### src/rtl/or_pkg.sv
`timescale 1ns/100ps
// Package: shared sizes, operand-size encoding, flag bit positions and the
// execution record handed from the decoder to the execute stage.
package or_pkg;
    parameter int XLEN  = 64;
    parameter int NREGS = 16;
    localparam int RIDX_W = $clog2(NREGS);
    localparam int NFLAGS = 6;

    localparam int FL_CF = 0;
    localparam int FL_PF = 1;
    localparam int FL_AF = 2;
    localparam int FL_ZF = 3;
    localparam int FL_SF = 4;
    localparam int FL_OF = 5;

    typedef enum logic [1:0] {SZ8 = 2'd0, SZ16 = 2'd1, SZ32 = 2'd2, SZ64 = 2'd3} opsz_e;

    typedef struct packed {
        opsz_e             sz;
        logic [RIDX_W-1:0] dst_idx;
        logic              dst_hi;
        logic              use_imm;
        logic [RIDX_W-1:0] src_idx;
        logic              src_hi;
        logic [XLEN-1:0]   imm;
        logic              lock;
    } exec_rec_t;
endpackage

### src/rtl/or_decode.sv
`timescale 1ns/100ps
// Module: or_decode
// Walks the byte stream (prefixes, opcode, ModRM, immediate) and, on the last
// byte of a register-form OR, registers an execution record with ex_valid.
// Rejections (not_or, mem_unsup) pulse one cycle after the offending byte.
// Assumes the host sends no leftover bytes after a rejection.
module or_decode
    import or_pkg::*;
(
    input  logic      clk,
    input  logic      rst_n,
    input  logic      in_valid,
    input  logic [7:0] in_byte,
    output logic      ex_valid,
    output exec_rec_t ex_rec,
    output logic      not_or,
    output logic      mem_unsup
);
    typedef enum logic [1:0] {ST_PFX, ST_MODRM, ST_IMM} dec_st_e;

    dec_st_e     st_q;
    logic        osz_q, lock_q, rex_on_q;
    logic [2:0]  rex_q;          // {W, R, B}
    logic [7:0]  opc_q, modrm_q;
    logic [31:0] imm_q;
    logic [2:0]  cnt_q;

    function automatic logic is_pfx(input logic [7:0] b);
        return (b == 8'h66) || (b == 8'hF0) || (b[7:4] == 4'h4);
    endfunction

    function automatic logic is_or_op(input logic [7:0] b);
        return (b == 8'h08) || (b == 8'h09) || (b == 8'h0A) || (b == 8'h0B) ||
               (b == 8'h0C) || (b == 8'h0D) || (b == 8'h80) || (b == 8'h81) ||
               (b == 8'h83);
    endfunction

    function automatic opsz_e size_of(input logic [7:0] op, input logic w, input logic o16);
        if (op == 8'h08 || op == 8'h0A || op == 8'h0C || op == 8'h80) return SZ8;
        if (w)   return SZ64;
        if (o16) return SZ16;
        return SZ32;
    endfunction

    function automatic logic [2:0] imm_len(input logic [7:0] op, input opsz_e sz);
        if (op == 8'h0C || op == 8'h80 || op == 8'h83) return 3'd1;
        if (op == 8'h0D || op == 8'h81) return (sz == SZ16) ? 3'd2 : 3'd4;
        return 3'd0;
    endfunction

    // returns {hi_byte, index}
    function automatic logic [RIDX_W:0] map_reg(input logic ext, input logic [2:0] code,
                                                input logic byte_op, input logic rex_seen);
        if (byte_op && !rex_seen && code[2]) return {1'b1, RIDX_W'(code[1:0])};
        return {1'b0, RIDX_W'({ext, code})};
    endfunction

    opsz_e          sz_c;
    logic [2:0]     len_c;
    logic [7:0]     mrm_c;
    logic [31:0]    imm_c;
    logic [XLEN-1:0] imm_x;
    logic [RIDX_W:0] regf_c, rmf_c;
    exec_rec_t      rec_c;
    logic           ev_fin, ev_nor, ev_mem;

    // Purpose: operand size, immediate assembly and the execution record.
    always_comb begin
        sz_c   = size_of(opc_q, rex_q[2], osz_q);
        len_c  = imm_len(opc_q, sz_c);
        mrm_c  = (st_q == ST_MODRM) ? in_byte : modrm_q;
        imm_c  = imm_q | (32'(in_byte) << {cnt_q, 3'b000});
        case (len_c)
            3'd1:    imm_x = {{(XLEN-8){imm_c[7]}}, imm_c[7:0]};
            3'd2:    imm_x = {{(XLEN-16){imm_c[15]}}, imm_c[15:0]};
            default: imm_x = {{(XLEN-32){imm_c[31]}}, imm_c};
        endcase
        regf_c = map_reg(rex_q[1], mrm_c[5:3], sz_c == SZ8, rex_on_q);
        rmf_c  = map_reg(rex_q[0], mrm_c[2:0], sz_c == SZ8, rex_on_q);
        rec_c         = '0;
        rec_c.sz      = sz_c;
        rec_c.imm     = imm_x;
        rec_c.lock    = lock_q;
        rec_c.use_imm = (opc_q == 8'h0C) || (opc_q == 8'h0D) || opc_q[7];
        if (opc_q == 8'h0C || opc_q == 8'h0D) begin
            rec_c.dst_idx = '0;
        end else if (opc_q == 8'h0A || opc_q == 8'h0B) begin
            {rec_c.dst_hi, rec_c.dst_idx} = regf_c;
            {rec_c.src_hi, rec_c.src_idx} = rmf_c;
        end else begin
            {rec_c.dst_hi, rec_c.dst_idx} = rmf_c;
            {rec_c.src_hi, rec_c.src_idx} = regf_c;
        end
    end

    // Purpose: classify the current byte as completing, rejecting or neither.
    always_comb begin
        ev_fin = 1'b0;
        ev_nor = 1'b0;
        ev_mem = 1'b0;
        if (in_valid) begin
            case (st_q)
                ST_PFX:   ev_nor = !is_pfx(in_byte) && !is_or_op(in_byte);
                ST_MODRM: begin
                    if (in_byte[7:6] != 2'b11)                   ev_mem = 1'b1;
                    else if (opc_q[7] && in_byte[5:3] != 3'd1)   ev_nor = 1'b1;
                    else if (len_c == 3'd0)                      ev_fin = 1'b1;
                end
                ST_IMM:   ev_fin = (cnt_q + 3'd1) == len_c;
                default:  ;
            endcase
        end
    end

    // Purpose: decode state, prefix capture and registered outcome pulses.
    always_ff @(posedge clk) begin
        if (!rst_n) begin
            st_q <= ST_PFX;  osz_q <= 1'b0; lock_q <= 1'b0; rex_on_q <= 1'b0;
            rex_q <= '0; opc_q <= '0; modrm_q <= '0; imm_q <= '0; cnt_q <= '0;
            ex_valid <= 1'b0; not_or <= 1'b0; mem_unsup <= 1'b0; ex_rec <= '0;
        end else begin
            ex_valid  <= ev_fin;
            not_or    <= ev_nor;
            mem_unsup <= ev_mem;
            if (ev_fin) ex_rec <= rec_c;
            if (ev_fin || ev_nor || ev_mem) begin
                st_q <= ST_PFX;  osz_q <= 1'b0; lock_q <= 1'b0; rex_on_q <= 1'b0;
                rex_q <= '0; imm_q <= '0; cnt_q <= '0;
            end else if (in_valid) begin
                case (st_q)
                    ST_PFX: begin
                        if (in_byte == 8'h66) begin
                            osz_q <= 1'b1; rex_on_q <= 1'b0; rex_q <= '0;
                        end else if (in_byte == 8'hF0) begin
                            lock_q <= 1'b1; rex_on_q <= 1'b0; rex_q <= '0;
                        end else if (in_byte[7:4] == 4'h4) begin
                            rex_on_q <= 1'b1; rex_q <= {in_byte[3], in_byte[2], in_byte[0]};
                        end else begin
                            opc_q <= in_byte;
                            st_q  <= (in_byte == 8'h0C || in_byte == 8'h0D) ? ST_IMM : ST_MODRM;
                        end
                    end
                    ST_MODRM: begin
                        modrm_q <= in_byte;
                        st_q    <= ST_IMM;
                    end
                    ST_IMM: begin
                        imm_q <= imm_c;
                        cnt_q <= cnt_q + 3'd1;
                    end
                    default: st_q <= ST_PFX;
                endcase
            end
        end
    end

    // one instruction ends in at most one outcome per cycle
    a_r12_single_outcome: assert property (@(posedge clk) disable iff (!rst_n)
        $onehot0({ex_valid, not_or, mem_unsup}));
endmodule

### src/rtl/or_regfile.sv
`timescale 1ns/100ps
// Module: or_regfile
// General register file: two combinational operand reads, one debug read and
// one synchronous write. Assumes a single writer.
module or_regfile #(
    parameter int N = 16,
    parameter int W = 64,
    localparam int AW = $clog2(N)
) (
    input  logic          clk,
    input  logic          rst_n,
    input  logic          we,
    input  logic [AW-1:0] waddr,
    input  logic [W-1:0]  wdata,
    input  logic [AW-1:0] ra_a,
    output logic [W-1:0]  rd_a,
    input  logic [AW-1:0] ra_b,
    output logic [W-1:0]  rd_b,
    input  logic [AW-1:0] ra_c,
    output logic [W-1:0]  rd_c
);
    logic [N-1:0][W-1:0] regs;

    // Purpose: reset clears, otherwise one write per cycle.
    always_ff @(posedge clk) begin
        if (!rst_n)  regs <= '0;
        else if (we) regs[waddr] <= wdata;
    end

    assign rd_a = regs[ra_a];
    assign rd_b = regs[ra_b];
    assign rd_c = regs[ra_c];

    // no write issued means no register moves
    a_r11_hold_without_write: assert property (@(posedge clk) disable iff (!rst_n)
        !we |=> $stable(regs));
endmodule

### src/rtl/or_alu.sv
`timescale 1ns/100ps
// Module: or_alu
// Sized OR of two operands (optionally from bits 15:8), destination merge and
// result flags. Purely combinational.
module or_alu
    import or_pkg::*;
(
    input  opsz_e           sz,
    input  logic [XLEN-1:0] dst_val,
    input  logic            dst_hi,
    input  logic [XLEN-1:0] src_val,
    input  logic            src_hi,
    input  logic            use_imm,
    input  logic [XLEN-1:0] imm,
    output logic [XLEN-1:0] wr_val,
    output logic            sf,
    output logic            zf,
    output logic            pf
);
    logic [XLEN-1:0] a, b, r, rs;

    // Purpose: select operands, size the result, merge and derive flags.
    always_comb begin
        a  = dst_hi ? XLEN'(dst_val[15:8]) : dst_val;
        b  = use_imm ? imm : (src_hi ? XLEN'(src_val[15:8]) : src_val);
        r  = a | b;
        case (sz)
            SZ8: begin
                rs     = XLEN'(r[7:0]);
                sf     = r[7];
                wr_val = dst_hi ? {dst_val[XLEN-1:16], r[7:0], dst_val[7:0]}
                                : {dst_val[XLEN-1:8], r[7:0]};
            end
            SZ16: begin
                rs     = XLEN'(r[15:0]);
                sf     = r[15];
                wr_val = {dst_val[XLEN-1:16], r[15:0]};
            end
            SZ32: begin
                rs     = XLEN'(r[31:0]);
                sf     = r[31];
                wr_val = XLEN'(r[31:0]);
            end
            default: begin
                rs     = r;
                sf     = r[XLEN-1];
                wr_val = r;
            end
        endcase
        zf = (rs == '0);
        pf = ~^rs[7:0];
    end
endmodule

### src/rtl/or_exec_unit.sv
`timescale 1ns/100ps
// Module: or_exec_unit (top)
// Decodes register-form OR instructions from a byte stream and executes them
// in the cycle done is high: operands are read then, the write lands at the
// end of that cycle. Assumes complete instructions and no leftover bytes.
module or_exec_unit
    import or_pkg::*;
(
    input  logic              clk,
    input  logic              rst_n,
    input  logic              in_valid,
    input  logic [7:0]        in_byte,
    input  logic [RIDX_W-1:0] rd_sel,
    output logic [XLEN-1:0]   rd_data,
    output logic [NFLAGS-1:0] flags,
    output logic              done,
    output logic              ud_fault,
    output logic              not_or,
    output logic              mem_unsupported
);
    exec_rec_t       rec;
    logic            ex_valid, we, sf, zf, pf;
    logic [XLEN-1:0] dst_val, src_val, wr_val;
    logic [NFLAGS-1:0] flags_q;

    or_decode u_dec (
        .clk(clk), .rst_n(rst_n), .in_valid(in_valid), .in_byte(in_byte),
        .ex_valid(ex_valid), .ex_rec(rec), .not_or(not_or), .mem_unsup(mem_unsupported)
    );

    or_regfile #(.N(NREGS), .W(XLEN)) u_rf (
        .clk(clk), .rst_n(rst_n), .we(we), .waddr(rec.dst_idx), .wdata(wr_val),
        .ra_a(rec.dst_idx), .rd_a(dst_val), .ra_b(rec.src_idx), .rd_b(src_val),
        .ra_c(rd_sel), .rd_c(rd_data)
    );

    or_alu u_alu (
        .sz(rec.sz), .dst_val(dst_val), .dst_hi(rec.dst_hi), .src_val(src_val),
        .src_hi(rec.src_hi), .use_imm(rec.use_imm), .imm(rec.imm),
        .wr_val(wr_val), .sf(sf), .zf(zf), .pf(pf)
    );

    assign we       = ex_valid && !rec.lock;
    assign done     = ex_valid;
    assign ud_fault = ex_valid && rec.lock;
    assign flags    = flags_q;

    // Purpose: status flag update on each committed OR; adjust bit is kept.
    always_ff @(posedge clk) begin
        if (!rst_n) begin
            flags_q <= '0;
        end else if (we) begin
            flags_q[FL_CF] <= 1'b0;
            flags_q[FL_OF] <= 1'b0;
            flags_q[FL_SF] <= sf;
            flags_q[FL_ZF] <= zf;
            flags_q[FL_PF] <= pf;
        end
    end

    // the fault is always reported together with done
    a_r10_fault_with_done: assert property (@(posedge clk) disable iff (!rst_n)
        ud_fault |-> done);
    // a faulted instruction leaves the flags untouched
    a_r10_fault_keeps_flags: assert property (@(posedge clk) disable iff (!rst_n)
        ud_fault |=> $stable(flags_q));
    // carry and overflow read zero after any committed OR
    a_r9_cf_of_cleared: assert property (@(posedge clk) disable iff (!rst_n)
        (done && !ud_fault) |=> (!flags_q[FL_CF] && !flags_q[FL_OF]));
endmodule

### config.mk
export PLATFORM = sky130hd
export DESIGN_NAME = or_exec_unit
export DESIGN_NICKNAME = d
export VERILOG_FILES = /design/src/rtl/or_pkg.sv /design/src/rtl/or_decode.sv /design/src/rtl/or_regfile.sv /design/src/rtl/or_alu.sv /design/src/rtl/or_exec_unit.sv
export SDC_FILE = /design/constraint.sdc
export NUM_CORES = 2
export LEC_CHECK = 0
export ABC_AREA = 1
export CORE_AREA = 4 4 433 435
export CTS_CLUSTER_DIAMETER = 150
export CTS_CLUSTER_SIZE = 24
export DETAILED_ROUTE_END_ITERATION = 8
export DIE_AREA = 0 0 437 439
export DONT_BUFFER_PORTS = 1
export SYNTH_ARGS = -nofsm -noshare
export SYNTH_HDL_FRONTEND = slang
export SYNTH_SLANG_ARGS = --single-unit
export TNS_END_PERCENT = 10
### constraint.sdc
create_clock -name clk -period 2.7 [get_ports clk]
set_input_delay 0.54 -clock clk [delete_from_list [all_inputs] [get_ports clk]]
set_output_delay 0.54 -clock clk [all_outputs]
set_load 0.005 [all_outputs]
==> flow_metrics.env <==
export IMPL_run_status="complete, but fails checks"
export IMPL_violations="DRC, slew limit, setup timing"
export IMPL_finalSetupViolations=218
export IMPL_yosys_warnings=0
export IMPL_finalHoldViolCount=0
export IMPL_intPower_mw=21.2
export IMPL_p_sw_mw=7.33
export IMPL_io_pins=89
export IMPL_clkSlewWorstSetupHoldPaths_ns=0.11
export IMPL_utilization_pct=44.9
export IMPL_synth_avg_cell_area_um2=5.94
export IMPL_core_area_um2=183000
export IMPL_grt_max_degree=1025
export IMPL_async_reset_ff_share_pct=0
export IMPL_clk_latency_ns=0.76
export IMPL_crit_type="input pin to output pin"
export IMPL_fin_nets=12000
export IMPL_seq_area_frac_synth_pct=31.1
export IMPL_syn2layout_area_growth_pct=12.5
export IMPL_cts_root_buf="clkbuf_16"
export IMPL_critPathLaunchType="input pin"
export IMPL_critPathMaxFanout=450
export IMPL_min_period_over_period_pct=165
export IMPL_yosys_register_bits=1133
export IMPL_grt_overflow=0
export IMPL_htreeDepth=2
export IMPL_min_period_ns=4.46
export IMPL_clock_sinks=1133
export IMPL_sw_frac_of_total_pct=25.7
export IMPL_portBuffers=0
export IMPL_antenna_found_initial=2
export IMPL_cp_slowest_cell="a21oi_1"
export IMPL_seqPwrFrac_pct=58.7
export IMPL_rsz0062_at_grt="true"
export IMPL_grt_pass1_vias=75400
export IMPL_wl_per_cell_um=22.1
export IMPL_synth_edf_count=0
export IMPL_crit_required_ns=2.16
export IMPL_cap_violations=0
export IMPL_start_util_pct=39.9
export IMPL_p_comb_share_pct=6.4
export IMPL_routed_wl_um=320000
export IMPL_slew_limit_headroom_pct=-127
export IMPL_grt_pass1_wl_um=470000
export IMPL_gp_congestion=0.955
export IMPL_crit_arrival_ns=3.92
export IMPL_cts_buffer_depth=3
export IMPL_synthCells=12300
export IMPL_vias_per_cell=5.79
export IMPL_ant_nets=0
export IMPL_finalSetupTns_ns=-88.95
export IMPL_drive_above_1_share_pct=7.96
export IMPL_synthFlopType="dfxtp_1"
export IMPL_hp_class="input pin to register"
export IMPL_die_area_um2=192000
export IMPL_place_inst=14400
export IMPL_clkPwrFrac_pct=34.9
export IMPL_cpPeakStageDelay_ns=0.78
export IMPL_gr_usage_all_layers_pct=31.3
export IMPL_path_cells="a21oi_1 -> o21ai_0 -> o21ai_1 -> o22ai_1 -> o21ai_2 -> buf_4 -> buf_4"
export IMPL_clock_skew_ns=0.0313
export IMPL_final_cells=14500
export IMPL_cts_inserted_buffers=53
export IMPL_synthDistinctLibCells=50
export IMPL_cp_num_buf_inv=2
export IMPL_crit_top_cell="buf_4"
export IMPL_rows=157
export IMPL_drt_iter0_drc=11900
export IMPL_drcViolationCount=1
export IMPL_die_y_um=439
export IMPL_cts_tree="yes"
export IMPL_vias=83900
export IMPL_end_kind="output pin"
export IMPL_vdd_drop_max_uv=539
export IMPL_report_final_slew_viol_count=965
export IMPL_synth_area_um2=73000
export IMPL_power_density_nw_per_um2=348
export IMPL_setup_slack_ns=-1.76
export IMPL_fill_cells=19200
export IMPL_crit_family="compound AO/OA/AOI/OAI gates"
export IMPL_rrSetupSlack_ns=-0.33
export IMPL_fp_dieW_um=437
export IMPL_firstDrtPassIters=9
export IMPL_worst_pin_slew_ns=3.40
export IMPL_leakagePower_nw=38.1
export IMPL_clock_fmax_mhz=224
export IMPL_hpwl_um=190000
==> power by group through the flow <==
stage	sequential, mW	clock [mW]	combinational [mW]
detailed placement	17.1	0	1.73
global route	16.8	10.7	1.95
CTS	16.7	10.2	1.76
floorplan	17.1	0	1.39
global placement	17.1	0	1.71
finish	16.7	9.97	1.83
==> placed cells by master, fill, tap and decap left out, drive strengths merged, types with 33 or more instances in the layout <==
| cell type | Yosys | layout |
|---|---|---|
| nand3 | 800 | 800 |
| o22ai | 44 | 44 |
| a21oi | 1821 | 1821 |
| o211ai | 149 | 149 |
| buf | 403 | 715 |
| clkbuf | 644 | 65 |
| o21ai | 2088 | 2088 |
| nor2 | 506 | 506 |
| nand2 | 2587 | 2587 |
| o21bai | 33 | 33 |
| o221ai | 117 | 117 |
| inv | 1864 | 1865 |
| dfxtp | 1133 | 1133 |
==> registers in the layout (all words and copies together) (netlist names) <==
signal and cells:
u_rf.regs 1024, u_dec.ex_rec 46, u_dec.imm_q 32, u_dec.opc_q 8
u_dec.modrm_q 6, flags 3, u_dec.cnt_q 3, u_dec.rex_q 3
u_dec.st_q 2, u_dec.ex_valid 1, u_dec.lock_q 1, u_dec.mem_unsup 1
u_dec.not_or 1, u_dec.osz_q 1, u_dec.rex_on_q 1
==> kinds of logic (layout without fill, tap and decap cells) <==
kind of cell,Yosys count,after routing,share of synthesized area [%]
AOI/OAI and AO/OA,4276,4276,30.9
and+or+nand+nor,3941,3941,21.9
buffers and inverters,2913,2659,15.9
DFF,1133,1133,31.1
adders and majority gates,8,8,0.137
xor gates and xnor gates,6,6,0.0720
other,1,5,0.00514
==> metal layers <==
| layer | vias up | part of all wire, % | global-route usage [%] |
|---|---|---|---|
| met5 | - | 0 | 0 |
| met4 | 0 | 6.7 | 18.1 |
| met3 | 979 | 11 | 4.61 |
| met2 | 5055 | 42 | 48.4 |
| met1 | 38600 | 40 | 41.6 |
| li1 | 39300 | - | - |
==> cells in the mapped netlist, types with 55 or more instances <==
cell	instances	area share (%)
nor2_1	500	2.6
inv_1	1849	9.5
buf_4	55	0.57
o21ai_1	124	0.85
o211ai_1	149	1.5
nand3_1	799	5.5
a21oi_1	1807	12
nand2_1	2578	13
buf_2	221	1.5
o21ai_0	1956	13
clkbuf_1	643	3.3
dfxtp_1	1133	31
buf_1	98	0.50
o221ai_1	117	1.4
==> cell type report <==
cell class              instances  area [µm²]  area share [%]
clock buffers                  58        1390            1.69
repair inverters                1        8.76          0.0107
inverters                    1866        7130            8.68
well taps                    2464        3080            3.75
flip-flops and latches       1133       22700            27.6
repair buffers                729        8660            10.5
multi-input cells            8234       39100            47.6
diodes                          2        5.00         0.00609
clock inverters                 5        85.1           0.104
==> path summary, 6_finish.rpt <==
| path | endpoint | depth (start not counted) | start |
|---|---|---|---|
| setup / recovery | rd_data[14] | 7 | rd_sel[1] |
| hold / removal | u_dec.opc_q[7] | 3 | in_byte[3] |
| setup reg to reg | flags[3] | 21 | u_dec.ex_rec[67] |
| hold reg to reg | u_dec.lock_q | 2 | u_dec.lock_q |
==> repair_timing <==
item | 4_1_cts | 5_1_grt
endpoints found under the hold margin | 17 | 0
resized for setup | 91 | 75
hold buffers | 6 | 0
pin swaps | 31 | 15
setup buffers | 19 | 3
cloned | 6 | 7
setup endpoints to repair | 461 | 902
==> stage by stage <==
| stage | instance area (µm²) | worst slack [ns] | hold WS, ns | total power [mW] |
|---|---|---|---|---|
| after global placement | 79500 | -0.485 | 0.433 | 18.8 |
| after detailed placement | 79500 | -0.466 | 0.435 | 18.9 |
| after floorplan | 73000 | 0.0860 | 0.422 | 18.5 |
| final | 82100 | -1.76 | 0.0843 | 28.5 |
| after CTS | 81700 | -0.271 | 0.0242 | 28.7 |
| after global routing | 82100 | -0.578 | 0.0857 | 29.4 |
==> tightest hold or removal path: cells and delay by family <==
| kind | cells | cell delay, ns |
|---|---|---|
| simple gates | 2 | 0.16 |
| buf+inv | 1 | 0.08 |
No activity file was read; power rests on OpenSTA's default activity.
